File: src/rtl/ptr_pkg.sv
package ptr_pkg;
  typedef enum logic [2:0] {
    MODE_PLAIN    = 3'd0,
    MODE_POST_INC = 3'd1,
    MODE_POST_DEC = 3'd2,
    MODE_PRE_INC  = 3'd3,
    MODE_W_IDX    = 3'd4
  } ptr_mode_e;
endpackage

File: src/rtl/ptr_calc.sv
module ptr_calc
  import ptr_pkg::*;
#(
  parameter int ADDR_W = 12,
  parameter int W_W    = 8
) (
  input  logic [ADDR_W-1:0] ptr_i,
  input  logic [2:0]        mode_i,
  input  logic [W_W-1:0]    w_i,
  output logic [ADDR_W-1:0] addr_o,
  output logic [ADDR_W-1:0] next_o,
  output logic              upd_o
);
  logic [ADDR_W-1:0] inc, dec, idx;

  assign inc = ptr_i + ADDR_W'(1);
  assign dec = ptr_i - ADDR_W'(1);
  assign idx = ptr_i + ADDR_W'(w_i);  // unsigned W, wraps

  always_comb begin
    addr_o = ptr_i;
    next_o = ptr_i;
    upd_o  = 1'b0;
    case (mode_i)
      MODE_POST_INC: begin next_o = inc; upd_o = 1'b1; end
      MODE_POST_DEC: begin next_o = dec; upd_o = 1'b1; end
      MODE_PRE_INC:  begin addr_o = inc; next_o = inc; upd_o = 1'b1; end
      MODE_W_IDX:    addr_o = idx;
      default: ;
    endcase
  end
endmodule

File: src/rtl/ptr_reg.sv
module ptr_reg #(
  parameter int ADDR_W    = 12,
  parameter int NUM_PORTS = 2
) (
  input  logic                              clk_i,
  input  logic                              rst_ni,
  input  logic                              ld_hit_i,
  input  logic [ADDR_W-1:0]                 ld_val_i,
  input  logic                              bw_hit_i,
  input  logic                              bw_hi_i,
  input  logic [7:0]                        bw_data_i,
  input  logic [NUM_PORTS-1:0]              upd_hit_i,
  input  logic [NUM_PORTS-1:0][ADDR_W-1:0]  upd_val_i,
  output logic [ADDR_W-1:0]                 ptr_o
);
  localparam int LO_W = 8;
  localparam int HI_W = ADDR_W - LO_W;

  logic [ADDR_W-1:0] q, nxt;

  always_comb begin
    nxt = q;
    // lower port index wins if two ports collide
    for (int i = NUM_PORTS - 1; i >= 0; i--) begin
      if (upd_hit_i[i]) nxt = upd_val_i[i];
    end
    if (bw_hit_i) begin
      if (bw_hi_i) nxt = {bw_data_i[HI_W-1:0], q[LO_W-1:0]};
      else         nxt = {q[ADDR_W-1:LO_W], bw_data_i};
    end
    if (ld_hit_i) nxt = ld_val_i;
  end

  always_ff @(posedge clk_i or negedge rst_ni) begin
    if (!rst_ni) q <= '0;
    else         q <= nxt;
  end

  assign ptr_o = q;
endmodule

File: src/rtl/ptr_unit.sv
module ptr_unit #(
  parameter int NUM_PTRS  = 3,
  parameter int NUM_PORTS = 2,
  parameter int ADDR_W    = 12,
  parameter int W_W       = 8,
  localparam int SEL_W    = (NUM_PTRS > 1) ? $clog2(NUM_PTRS) : 1
) (
  input  logic                              clk_i,
  input  logic                              rst_ni,
  input  logic [W_W-1:0]                    w_i,
  input  logic                              ld_en_i,
  input  logic [SEL_W-1:0]                  ld_sel_i,
  input  logic [ADDR_W-1:0]                 ld_val_i,
  input  logic                              bw_en_i,
  input  logic [SEL_W-1:0]                  bw_sel_i,
  input  logic                              bw_hi_i,
  input  logic [7:0]                        bw_data_i,
  input  logic [NUM_PORTS-1:0]              acc_en_i,
  input  logic [NUM_PORTS-1:0][SEL_W-1:0]   acc_sel_i,
  input  logic [NUM_PORTS-1:0][2:0]         acc_mode_i,
  output logic [NUM_PORTS-1:0][ADDR_W-1:0]  acc_addr_o
);
  localparam logic [SEL_W:0] SEL_LIM = (SEL_W + 1)'(NUM_PTRS);

  logic [NUM_PTRS-1:0][ADDR_W-1:0]  ptr_q;
  logic [NUM_PORTS-1:0][ADDR_W-1:0] cur_ptr, calc_addr, calc_next;
  logic [NUM_PORTS-1:0]             calc_upd, port_ok;

  for (genvar g = 0; g < NUM_PORTS; g++) begin : g_port
    assign port_ok[g] = acc_en_i[g] && ({1'b0, acc_sel_i[g]} < SEL_LIM);
    assign cur_ptr[g] = port_ok[g] ? ptr_q[acc_sel_i[g]] : '0;

    ptr_calc #(.ADDR_W(ADDR_W), .W_W(W_W)) calc_i (
      .ptr_i  (cur_ptr[g]),
      .mode_i (acc_mode_i[g]),
      .w_i    (w_i),
      .addr_o (calc_addr[g]),
      .next_o (calc_next[g]),
      .upd_o  (calc_upd[g])
    );

    assign acc_addr_o[g] = port_ok[g] ? calc_addr[g] : '0;
  end

  for (genvar j = 0; j < NUM_PTRS; j++) begin : g_ptr
    logic [NUM_PORTS-1:0] hit;
    for (genvar k = 0; k < NUM_PORTS; k++) begin : g_hit
      assign hit[k] = port_ok[k] && calc_upd[k] && (acc_sel_i[k] == SEL_W'(j));
    end

    ptr_reg #(.ADDR_W(ADDR_W), .NUM_PORTS(NUM_PORTS)) reg_i (
      .clk_i     (clk_i),
      .rst_ni    (rst_ni),
      .ld_hit_i  (ld_en_i && (ld_sel_i == SEL_W'(j))),
      .ld_val_i  (ld_val_i),
      .bw_hit_i  (bw_en_i && (bw_sel_i == SEL_W'(j))),
      .bw_hi_i   (bw_hi_i),
      .bw_data_i (bw_data_i),
      .upd_hit_i (hit),
      .upd_val_i (calc_next),
      .ptr_o     (ptr_q[j])
    );
  end
endmodule

File: config.mk
export PLATFORM = sky130hd
export DESIGN_NAME = ptr_unit
export DESIGN_NICKNAME = d
export VERILOG_FILES = /design/src/rtl/ptr_pkg.sv /design/src/rtl/ptr_calc.sv /design/src/rtl/ptr_reg.sv /design/src/rtl/ptr_unit.sv
export SDC_FILE = /design/constraint.sdc
export NUM_CORES = 1
export LEC_CHECK = 0
export ABC_AREA = 1
export BUFFER_PORTS_ARGS = -buffer_cell sky130_fd_sc_hd__buf_2
export CORE_AREA = 5 5 159 161
export DETAILED_ROUTE_END_ITERATION = 8
export DIE_AREA = 0 0 164 166
export SLEW_MARGIN = 20
export SYNTH_ARGS = -nofsm -noshare
export SYNTH_HDL_FRONTEND = slang
export SYNTH_HIERARCHICAL = 1
export SYNTH_SLANG_ARGS = --single-unit
File: constraint.sdc
create_clock -name clk_i -period 3.35 [get_ports clk_i]
set_input_delay 0 -clock clk_i [delete_from_list [all_inputs] [get_ports clk_i]]
set_output_delay 0 -clock clk_i [all_outputs]
set_load 0.02 [all_outputs]
==> results.cfg, run 1 <==
[worst_setup_path]
cp.arrival_ns = 2.88
endpoint = acc_addr_o[11]
r2r_slack_ns = 0.63
crit_cells = 15
critical_path_startpoint = g_ptr[1].reg_i/ptr_o[2]
worst_endpoint_required_time_ns = 3.35
largest_stage_delay_on_the_critical_path_ns = 0.41
critical_path.slowest_cell = dfrtp_1
crit-reg2reg-launch = g_ptr[2].reg_i/ptr_o[0]
r2r.worst_path.cells = 16
crit_family = simple AND/OR/NAND/NOR gates
path_buf_inv = 3
critPathKind = flop to output pin
r2r_end = g_ptr[0].reg_i/ptr_o[4]
crit_path_cell_trace = nand3_1 -> nand3_1 -> nand2_1 -> inv_1 -> ha_1 -> nand2_1 -> nand3_1 -> nand3_1 -> nand3_1 -> nand2_1 -> nand3_1 -> nand2_1 -> inv_1 -> nor2_1 -> buf_2
timing.critical_path.to_type = output pin
critical_path_peak_fanout = 9
timing.critical_path.mode_cell = nand3_1
setup.worst_path.start_class = flop

[clocking]
cts_tree = built
cts_inserted_buffers = 5
clkSlewWorstSetupHoldPaths_ns = 0.06
clock_sinks = 36
cts.root.buffer_cell = clkbuf_16
htree_num_levels = 2
clk_latency_ns = 0.28
bufs_on_longest_clock_path = 2

[power_and_ir_drop]
power.total_w = 0.002334
p_seq_share_pct = 28.4
power_density_nw_per_um2 = 300.5
power.net_switching_w = 0.001159
power.internal_w = 0.001175
netSwitchingFraction_pct = 49.66
p_comb_share_pct = 52.1
power_frac_clock_pct = 19.5
ir_worst_vdd_uv = 210.6
total_leakage_power_nw = 4.201

[timing]
layout_min_cycle_time_ns = 2.875
timing_worst_slew_pin_value_ns = 0.8489
finalSetupViolCount = 0
maxClockFrequency_mhz = 347.8
final.hold.worst_slack_ns = 0.1014
layout_setup_ws_ns = 0.4746
setup_repair_after_global_routing_missed_its_margin = no
fin_setup_tns_ns = 0
skew_ns = 0.006530
timing.final.crit_share_pct = 85.83
timing.final.hold_violations = 0
slew_headroom_pct = 43.41
slew_violations = 0

[logic_synthesis]
synth.yosys.seq_area_share_pct = 12.93
synthesis.instances = 1328
synth.largest_area_cell = nand2_1
synth_cell_type_count = 38
ys_seq_elements = 36
synth.avg_cell_area_um2 = 5.248
synthesis.nets = 1399
synthesis.yosys.warnings = 6
synth_top_cells_by_area = nand2_1 23%, nand3_1 21%, dfrtp_1 13%, inv_1 11%, nor2_1 5.2%
mappedNetlistArea_um2 = 6969
post-synth-top-area-fraction_pct = 23.43

[grt]
global_route.usage.total_pct = 20.28
grt_antenna_before_repair = 0
grt_pass1_wl_um = 43990
vias_in_the_first_global_route = 7878
grt_max_degree = 37
total_congestion_overflow = 0

[die]
fp.coreArea_um2 = 23820
io-pin-count = 73
initial_core_util_pct = 29.26
die_width_um = 164
rows = 57
total_die_area_um2 = 27220
chipHeight_um = 166

[flow_run]
maxCapViolCount = 0

[min_path]
worst_hold_path_type = input pin to flop

[final_layout]
area_growth_pct = 11.47
nNetsFinal = 1455
n_antenna_cell = 0
final_layout_size_suffix_gt1_share_pct = 14.01
stdcell_area_um2 = 7769
flip_flop_count_of_the_largest_register_all_copies_and_words_added = 36

[drt]
routedWlPerCell_um = 16.62
drt_first_iter_violations = 943
routed_via_density = 5.113
drt_first_pass_iters = 6
route.final.wire_length_um = 28410
via_count = 8738
drt_drc_violations_left = 0
antenna_left = 0

[placed_design]
routabilityCongestion = 0.9885
port_buffers = 72
place_hpwl_um = 23290
post-place-ws_ns = 0.6638
placement.cell_area_um2 = 7615

[outcome]
status = completed
-- routing by layer --
metal / track usage [%] / vias to the layer above / wire [µm]
li1: - / 4328 / -
met1: 28.15 / 3926 / 12530
met2: 32.12 / 428 / 12570
met3: 3.425 / 56 / 2401
met4: 6.163 / 0 / 910
met5: 0 / - / 0
-- area by class of cell --
class,count,area [µm²]
multi-input cells,1006,4901
clock inverters,3,18.77
clock buffers,5,125.1
fillers,2773,16050
inverters,247,934.6
well taps,324,405.4
flip-flops and latches,36,900.9
repair buffers,88,483.0
-- placed cells by master, fill, tap and decap left out, types with 7 or more instances in the layout --
cell type  count
inv_1        203
dfrtp_1       36
nor2_1        97
nand2_1      435
o221ai_1      10
nor2_4         8
inv_2         37
o211ai_1      12
o21ai_0       11
buf_2         72
buf_4         15
ha_1          20
o21ai_1        7
nand4_1       25
nor2_2        15
nand2_2       16
a21oi_1       19
nand3_1      286
nor3_1         9
-- through the flow --
stage | util (%) | cells
5_1_grt | 32.61 | 1709
2_1_floorplan | - | 1328
4_1_cts | 32.61 | 1709
3_5_place_dp | 31.97 | 1700
6_report | 32.61 | 1709
3_3_place_gp | 31.97 | 1700
-- kinds of logic (layout without fill, tap and decap cells) --
| group | Yosys count | after routing | share of synthesized area, % |
|---|---|---|---|
| and+or+nand+nor | 909 | 909 | 58.91 |
| DFF | 36 | 36 | 12.93 |
| buffers and inverters | 286 | 343 | 16.75 |
| adders and majority gates | 22 | 22 | 4.165 |
| AOI/OAI and AO/OA | 69 | 69 | 6.499 |
| xor gates and xnor gates | 6 | 6 | 0.7540 |
-- cell usage after synthesis (all sizes together) --
cell type  number
fa              2
o211ai         13
a21boi          2
o311ai          2
nand2         457
xor2            6
inv           243
nand3         290
nand3b          1
clkinv          4
dfrtp          36
nor2          121
nand4          25
o22ai           1
a21oi          19
ha             20
nor3           12
a22oi           1
or2             3
o221ai         10
o21ai          19
o21bai          2
buf            39
-- worst min-delay path: stages --
cell	delay [ns]
buf_2	0.11
nand2_1	0.05
nand3_1	0.08
nand2_1	0.05
nand2_1	0.05
-- worst min-delay path by stage --
stage,start,cells past startpoint,end
2_1_floorplan,rst_ni,0,g_ptr[0].reg_i/ptr_o[0]
3_3_place_gp,rst_ni,1,g_ptr[1].reg_i/ptr_o[7]
3_5_place_dp,rst_ni,1,g_ptr[1].reg_i/ptr_o[7]
4_1_cts,ld_val_i[10],5,g_ptr[2].reg_i/ptr_o[10]
5_1_grt,ld_val_i[6],5,g_ptr[2].reg_i/ptr_o[6]
6_report,ld_val_i[6],5,g_ptr[2].reg_i/ptr_o[6]
-- repair_timing --
item                      CTS  global route
setup buffers               0             0
hold endpoints to repair   36             0
resized for setup           0             0
hold buffers                1             0
-- power by group through the flow --
stage          combinational (W)  sequential, W  clock, W
2_1_floorplan           0.000843       0.000592         0
3_3_place_gp             0.00120       0.000667         0
3_5_place_dp             0.00120       0.000663         0
4_1_cts                  0.00120       0.000655  0.000465
5_1_grt                  0.00136       0.000669  0.000488
6_report                 0.00122       0.000664  0.000454
Note: power is estimated with default switching activity, not from simulation.
==> run 2: changes to the inputs <==
- CORE_AREA: 5 5 159 161 -> 5 5 138 140
- DIE_AREA: 0 0 164 166 -> 0 0 143 145
==> run 2 against run 1 <==
Sequential power rose by 0.9%. Clock skew fell by 0.00079 ns. Highest routed layer unchanged. Non-clock buffer count fell by 2. Hold slack got worse by 0.030 ns. Sequential share of layout area rose by 0.17 points. Power rose by 3.3%.
==> results.cfg, run 2 (synthesis gave the netlist of run 1 again) <==
[timing]
timing.final.hold_violations = 0
skew_ns = 0.005743
layout_min_cycle_time_ns = 2.904
timing.final.crit_share_pct = 86.68
maxClockFrequency_mhz = 344.4
fin_setup_tns_ns = 0
final.hold.worst_slack_ns = 0.07181
finalSetupViolCount = 0
layout_setup_ws_ns = 0.4461
timing_worst_slew_pin_value_ns = 0.8403
slew_headroom_pct = 43.98
slew_violations = 0
setup_repair_after_global_routing_missed_its_margin = no

[drt]
antenna_left = 0
route.final.wire_length_um = 28120
routed_via_density = 5.473
drt_first_iter_violations = 846
via_count = 8823
drt_drc_violations_left = 0
routedWlPerCell_um = 17.44
drt_first_pass_iters = 6

[worst_setup_path]
critical_path_peak_fanout = 7
cp.arrival_ns = 2.90
setup.worst_path.start_class = flop
worst_endpoint_required_time_ns = 3.35
timing.critical_path.to_type = output pin
critPathKind = flop to output pin

[clocking]
post_cts_resize_count = 0
cts_tree = built
bufs_on_longest_clock_path = 2
htree_num_levels = 2
clkSlewWorstSetupHoldPaths_ns = 0.06
cts_hold_repair.buffers = 1
clk_latency_ns = 0.28
cts_inserted_buffers = 5
cts.repair_timing.setup_buffer_count = 0
clock_sinks = 36
cts.root.buffer_cell = clkbuf_16

[power_and_ir_drop]
p_seq_share_pct = 27.8
power_frac_clock_pct = 21.8
power.total_w = 0.002411
total_leakage_power_nw = 4.198
p_comb_share_pct = 50.4
power_density_nw_per_um2 = 314.8
power.net_switching_w = 0.001162
ir_worst_vdd_uv = 229.8
power.internal_w = 0.001249
netSwitchingFraction_pct = 48.20

[final_layout]
finalCoreUtilization_pct = 43.22
n_antenna_cell = 0
flip_flop_count_of_the_largest_register_all_copies_and_words_added = 36
most_frequent_cells_in_the_layout = 435 x nand2_1, 286 x nand3_1, 203 x inv_1
area_growth_pct = 9.892
nNetsFinal = 1453
layout.cells.most_common = nand2_1
final_layout_size_suffix_gt1_share_pct = 13.88

[die]
total_die_area_um2 = 20740
fp.coreArea_um2 = 17720
chipHeight_um = 145
die_width_um = 143
io-pin-count = 73
rows = 49
initial_core_util_pct = 39.33

[grt]
global_routing_usage_on_met3_pct = 2.205
global_route.usage.total_pct = 26.66
globalRoute.busiestLayer = met2
m1_gr_usage_pct = 36.93
grt_antenna_before_repair = 0
use_met2_pct = 41.75
total_congestion_overflow = 0
vias_in_the_first_global_route = 8106
grt_pass1_wl_um = 44370
grt_max_degree = 37

[placed_design]
place_hpwl_um = 23100
post-place-ws_ns = 0.5585
routabilityCongestion = 0.9446
port_buffers = 72

[outcome]
status = completed

[flow_run]
maxCapViolCount = 0

[min_path]
worst_hold_path_type = input pin to flop
==> run 2: final timing paths <==
path                       cells past startpoint  slack (ns)                       end                      from
setup / recovery                              13        0.45             acc_addr_o[4]   g_ptr[1].reg_i/ptr_o[0]
hold / removal                                 5        0.07   g_ptr[0].reg_i/ptr_o[6]               ld_val_i[6]
setup reg to reg                              19        0.58   g_ptr[2].reg_i/ptr_o[8]   g_ptr[2].reg_i/ptr_o[1]
hold reg to reg                                2        0.53  g_ptr[1].reg_i/ptr_o[11]  g_ptr[1].reg_i/ptr_o[11]
max in group asynchronous                      2        2.46  g_ptr[2].reg_i/ptr_o[11]                    rst_ni
min in group asynchronous                      2        0.36   g_ptr[0].reg_i/ptr_o[5]                    rst_ni
==> run 2: layout make-up <==
type | instances | area [µm²]
clock inverter | 3 | 42.54
multi-input combinational | 1006 | 4901
clock buffer | 5 | 125.1
tap | 229 | 286.5
inverter | 247 | 934.6
sequential | 36 | 900.9
timing repair buffer | 86 | 467.9
fill | 2060 | 10060
==> run 2: critical path: stages (launching register included) <==
cell      delay (ns)
dfrtp_1         0.44
nand3_1         0.13
nand3_1         0.11
nand2_1         0.08
inv_1           0.14
ha_1            0.26
fa_1            0.43
nand3_1         0.11
nand3_1         0.12
o21ai_0         0.33
o221ai_1        0.18
inv_1           0.08
nor2_1          0.04
buf_2           0.17
==> run 2: power by group through the flow <==
stage / clock (W) / combinational (W) / sequential [W]
final: 0.000526 / 0.00122 / 0.000670
after global routing: 0.000556 / 0.00136 / 0.000673
after CTS: 0.000533 / 0.00120 / 0.000659
after detailed placement: 0 / 0.00119 / 0.000666
after global placement: 0 / 0.00120 / 0.000672
after floorplan: 0 / 0.000843 / 0.000592
==> run 2: through the flow <==
stage | instance area (µm²) | std cells
final | 7659 | 1612
after global routing | 7659 | 1612
after CTS | 7659 | 1612
after detailed placement | 7481 | 1603
after global placement | 7481 | 1603
after floorplan | 6969 | 1328
==> run 2: routing by layer <==
layer | vias up | wire (µm)
met3 | 72 | 1934
li1 | 4330 | -
met2 | 414 | 12290
met5 | - | 0
met1 | 4007 | 12350
met4 | 0 | 1547
==> run 3: changes to the inputs <==
- REMOVE_ABC_BUFFERS: unset -> 1
==> run 3 against run 2 <==
Hold slack better by 0.038 ns. Global-route usage is 0.93 points lower. Non-clock buffer count is 3 lower. Worst setup slack worse by 0.017 ns. Flip-flop and latch count stayed put. Maximum frequency is 0.59% lower. Register-to-register slack hardly changed. Cell area is 0.60% lower. Sequential share of layout area is 0.072 points higher. Cell count is 0.19% lower. Highest routed layer unchanged. Combinational power hardly changed.
==> results.cfg, run 3 (synthesis gave the netlist of run 1 again) <==
[timing]
maxClockFrequency_mhz = 342.4
slew_violations = 0
timing.final.crit_share_pct = 87.19
fin_setup_tns_ns = 0
skew_ns = 0.001644
layout_min_cycle_time_ns = 2.921
timing.final.hold_violations = 0
slew_headroom_pct = 46.64
setup_repair_after_global_routing_missed_its_margin = no
timing_worst_slew_pin_value_ns = 0.8004
finalSetupViolCount = 0
layout_setup_ws_ns = 0.4290

[power_and_ir_drop]
power_density_nw_per_um2 = 304.7
power.net_switching_w = 0.001149
p_seq_share_pct = 28.8
power.internal_w = 0.001170
p_comb_share_pct = 51.8
total_leakage_power_nw = 4.175
ir_worst_vdd_uv = 247.7
power_frac_clock_pct = 19.4
netSwitchingFraction_pct = 49.54

[worst_setup_path]
crit_path_cell_trace = nand3_1 -> nand3_1 -> nand2_1 -> inv_1 -> ha_1 -> fa_1 -> nand3_1 -> nand3_1 -> nand2_1 -> nand2_1 -> a21oi_1 -> o21ai_0 -> nand2_1 -> inv_1 -> nor2_1 -> buf_2
r2r_slack_ns = 0.59
worst_endpoint_required_time_ns = 3.35
critical_path.slowest_cell = dfrtp_1
critical_path_startpoint = g_ptr[1].reg_i/ptr_o[0]
critPathKind = flop to output pin
crit-reg2reg-launch = g_ptr[1].reg_i/ptr_o[0]
timing.critical_path.to_type = output pin
setup.worst_path.start_class = flop
largest_stage_delay_on_the_critical_path_ns = 0.44
cp.arrival_ns = 2.92
critical_path_peak_fanout = 7

[final_layout]
layoutNonFillerInstCount = 1609
most_frequent_cells_in_the_layout = 435 x nand2_1, 286 x nand3_1, 203 x inv_1
area_growth_pct = 9.228
final_layout_size_suffix_gt1_share_pct = 13.70
n_antenna_cell = 0
layout.cells.most_common = nand2_1
flip_flop_count_of_the_largest_register_all_copies_and_words_added = 36
nNetsFinal = 1450

[clocking]
htree_num_levels = 2
cts_hold_repair.buffers = 1
bufs_on_longest_clock_path = 2
cts_tree = built
clkSlewWorstSetupHoldPaths_ns = 0.06
post_cts_resize_count = 0
cts.repair_timing.setup_buffer_count = 0
clock_sinks = 36
clk_latency_ns = 0.28
cts.root.buffer_cell = clkbuf_16
cts_inserted_buffers = 5

[placed_design]
port_buffers = 72
place.detailed.instances = 1600
routabilityCongestion = 1.040
place_hpwl_um = 22280
post-place-ws_ns = 0.4946

[grt]
total_congestion_overflow = 0
grt_max_degree = 37
grt_antenna_before_repair = 0
global_route.usage.total_pct = 25.73
vias_in_the_first_global_route = 8074
grt_pass1_wl_um = 43100

[drt]
routedWlPerCell_um = 16.93
met3_wl_um = 2131
via_count = 8717
antenna_left = 0
highest_routing_layer_actually_used = met4
route.final.wire_length_um = 27240
routed_via_density = 5.418
drt_drc_violations_left = 0
routed_length_on_met2_um = 11700
drt_first_pass_iters = 5
drt_first_iter_violations = 923
met1Wirelength_um = 12140

[min_path]
hold_start = ld_val_i[6]
worst_hold_path_type = input pin to flop

[outcome]
status = completed

[die]
die_width_um = 143
initial_core_util_pct = 39.33
total_die_area_um2 = 20740
io-pin-count = 73
fp.coreArea_um2 = 17720
chipHeight_um = 145
rows = 49

[flow_run]
maxCapViolCount = 0
run 3: cell count changes in the layout (fill, tap and decap cells not counted), sizes merged:
cell	before	now
bufinv	1	0
buf	85	82
clkinv	5	7
clkinvlp	1	0
run 3: through the flow:
step / hold WS [ns] / total power (W) / area, µm² / utilization (%)
2_1_floorplan: -0.2956 / 0.001404 / 6736 / -
3_3_place_gp: 0.1360 / 0.001848 / 7458 / 42.09
3_5_place_dp: 0.1370 / 0.001842 / 7458 / 42.09
4_1_cts: 0.1027 / 0.002299 / 7612 / 42.96
5_1_grt: 0.1449 / 0.002487 / 7612 / 42.96
6_report: 0.1099 / 0.002320 / 7612 / 42.96
run 3: layer usage:
| layer | global-route usage (%) | up-vias |
|---|---|---|
| met5 | 0 | - |
| met4 | 10.69 | 0 |
| met3 | 2.994 | 66 |
| met2 | 39.40 | 410 |
| met1 | 36.46 | 3913 |
| li1 | - | 4328 |
run 3: power by group through the flow:
stage	Clock, W	Combinational, W	Sequential [W]
finish	0.000449	0.00120	0.000668
floorplan	0	0.000811	0.000592
detailed placement	0	0.00118	0.000664
CTS	0.000456	0.00119	0.000657
global route	0.000476	0.00134	0.000672
global placement	0	0.00118	0.000667
run 3: final timing paths:
| kind | cells after the start | end |
|---|---|---|
| worst min-delay path | 5 | g_ptr[2].reg_i/ptr_o[6] |
| max in group asynchronous | 2 | g_ptr[1].reg_i/ptr_o[10] |
| worst max-delay path | 16 | acc_addr_o[6] |
| min in group asynchronous | 2 | g_ptr[1].reg_i/ptr_o[1] |
| worst min register to register | 2 | g_ptr[0].reg_i/ptr_o[8] |
| worst max register to register | 19 | g_ptr[1].reg_i/ptr_o[8] |
run 3: area by class of cell:
cell class	instances	area, µm²
Timing Repair Buffer	83	445.4
Tap cell	229	286.5
Inverter	247	934.6
Clock inverter	3	18.77
Multi-Input combinational cell	1006	4901
Clock buffer	5	125.1
Sequential cell	36	900.9
Fill cell	2006	10110
run 3: critical path: cells and delay by family, from the launching register on:
kind,cells,cell delay [ns]
adder cells (fa/ha/maj),2,0.68
flip-flops,1,0.44
AO/OA/AOI/OAI,2,0.24
AND/OR/NAND/NOR,9,0.92
buffers and inverters,3,0.35
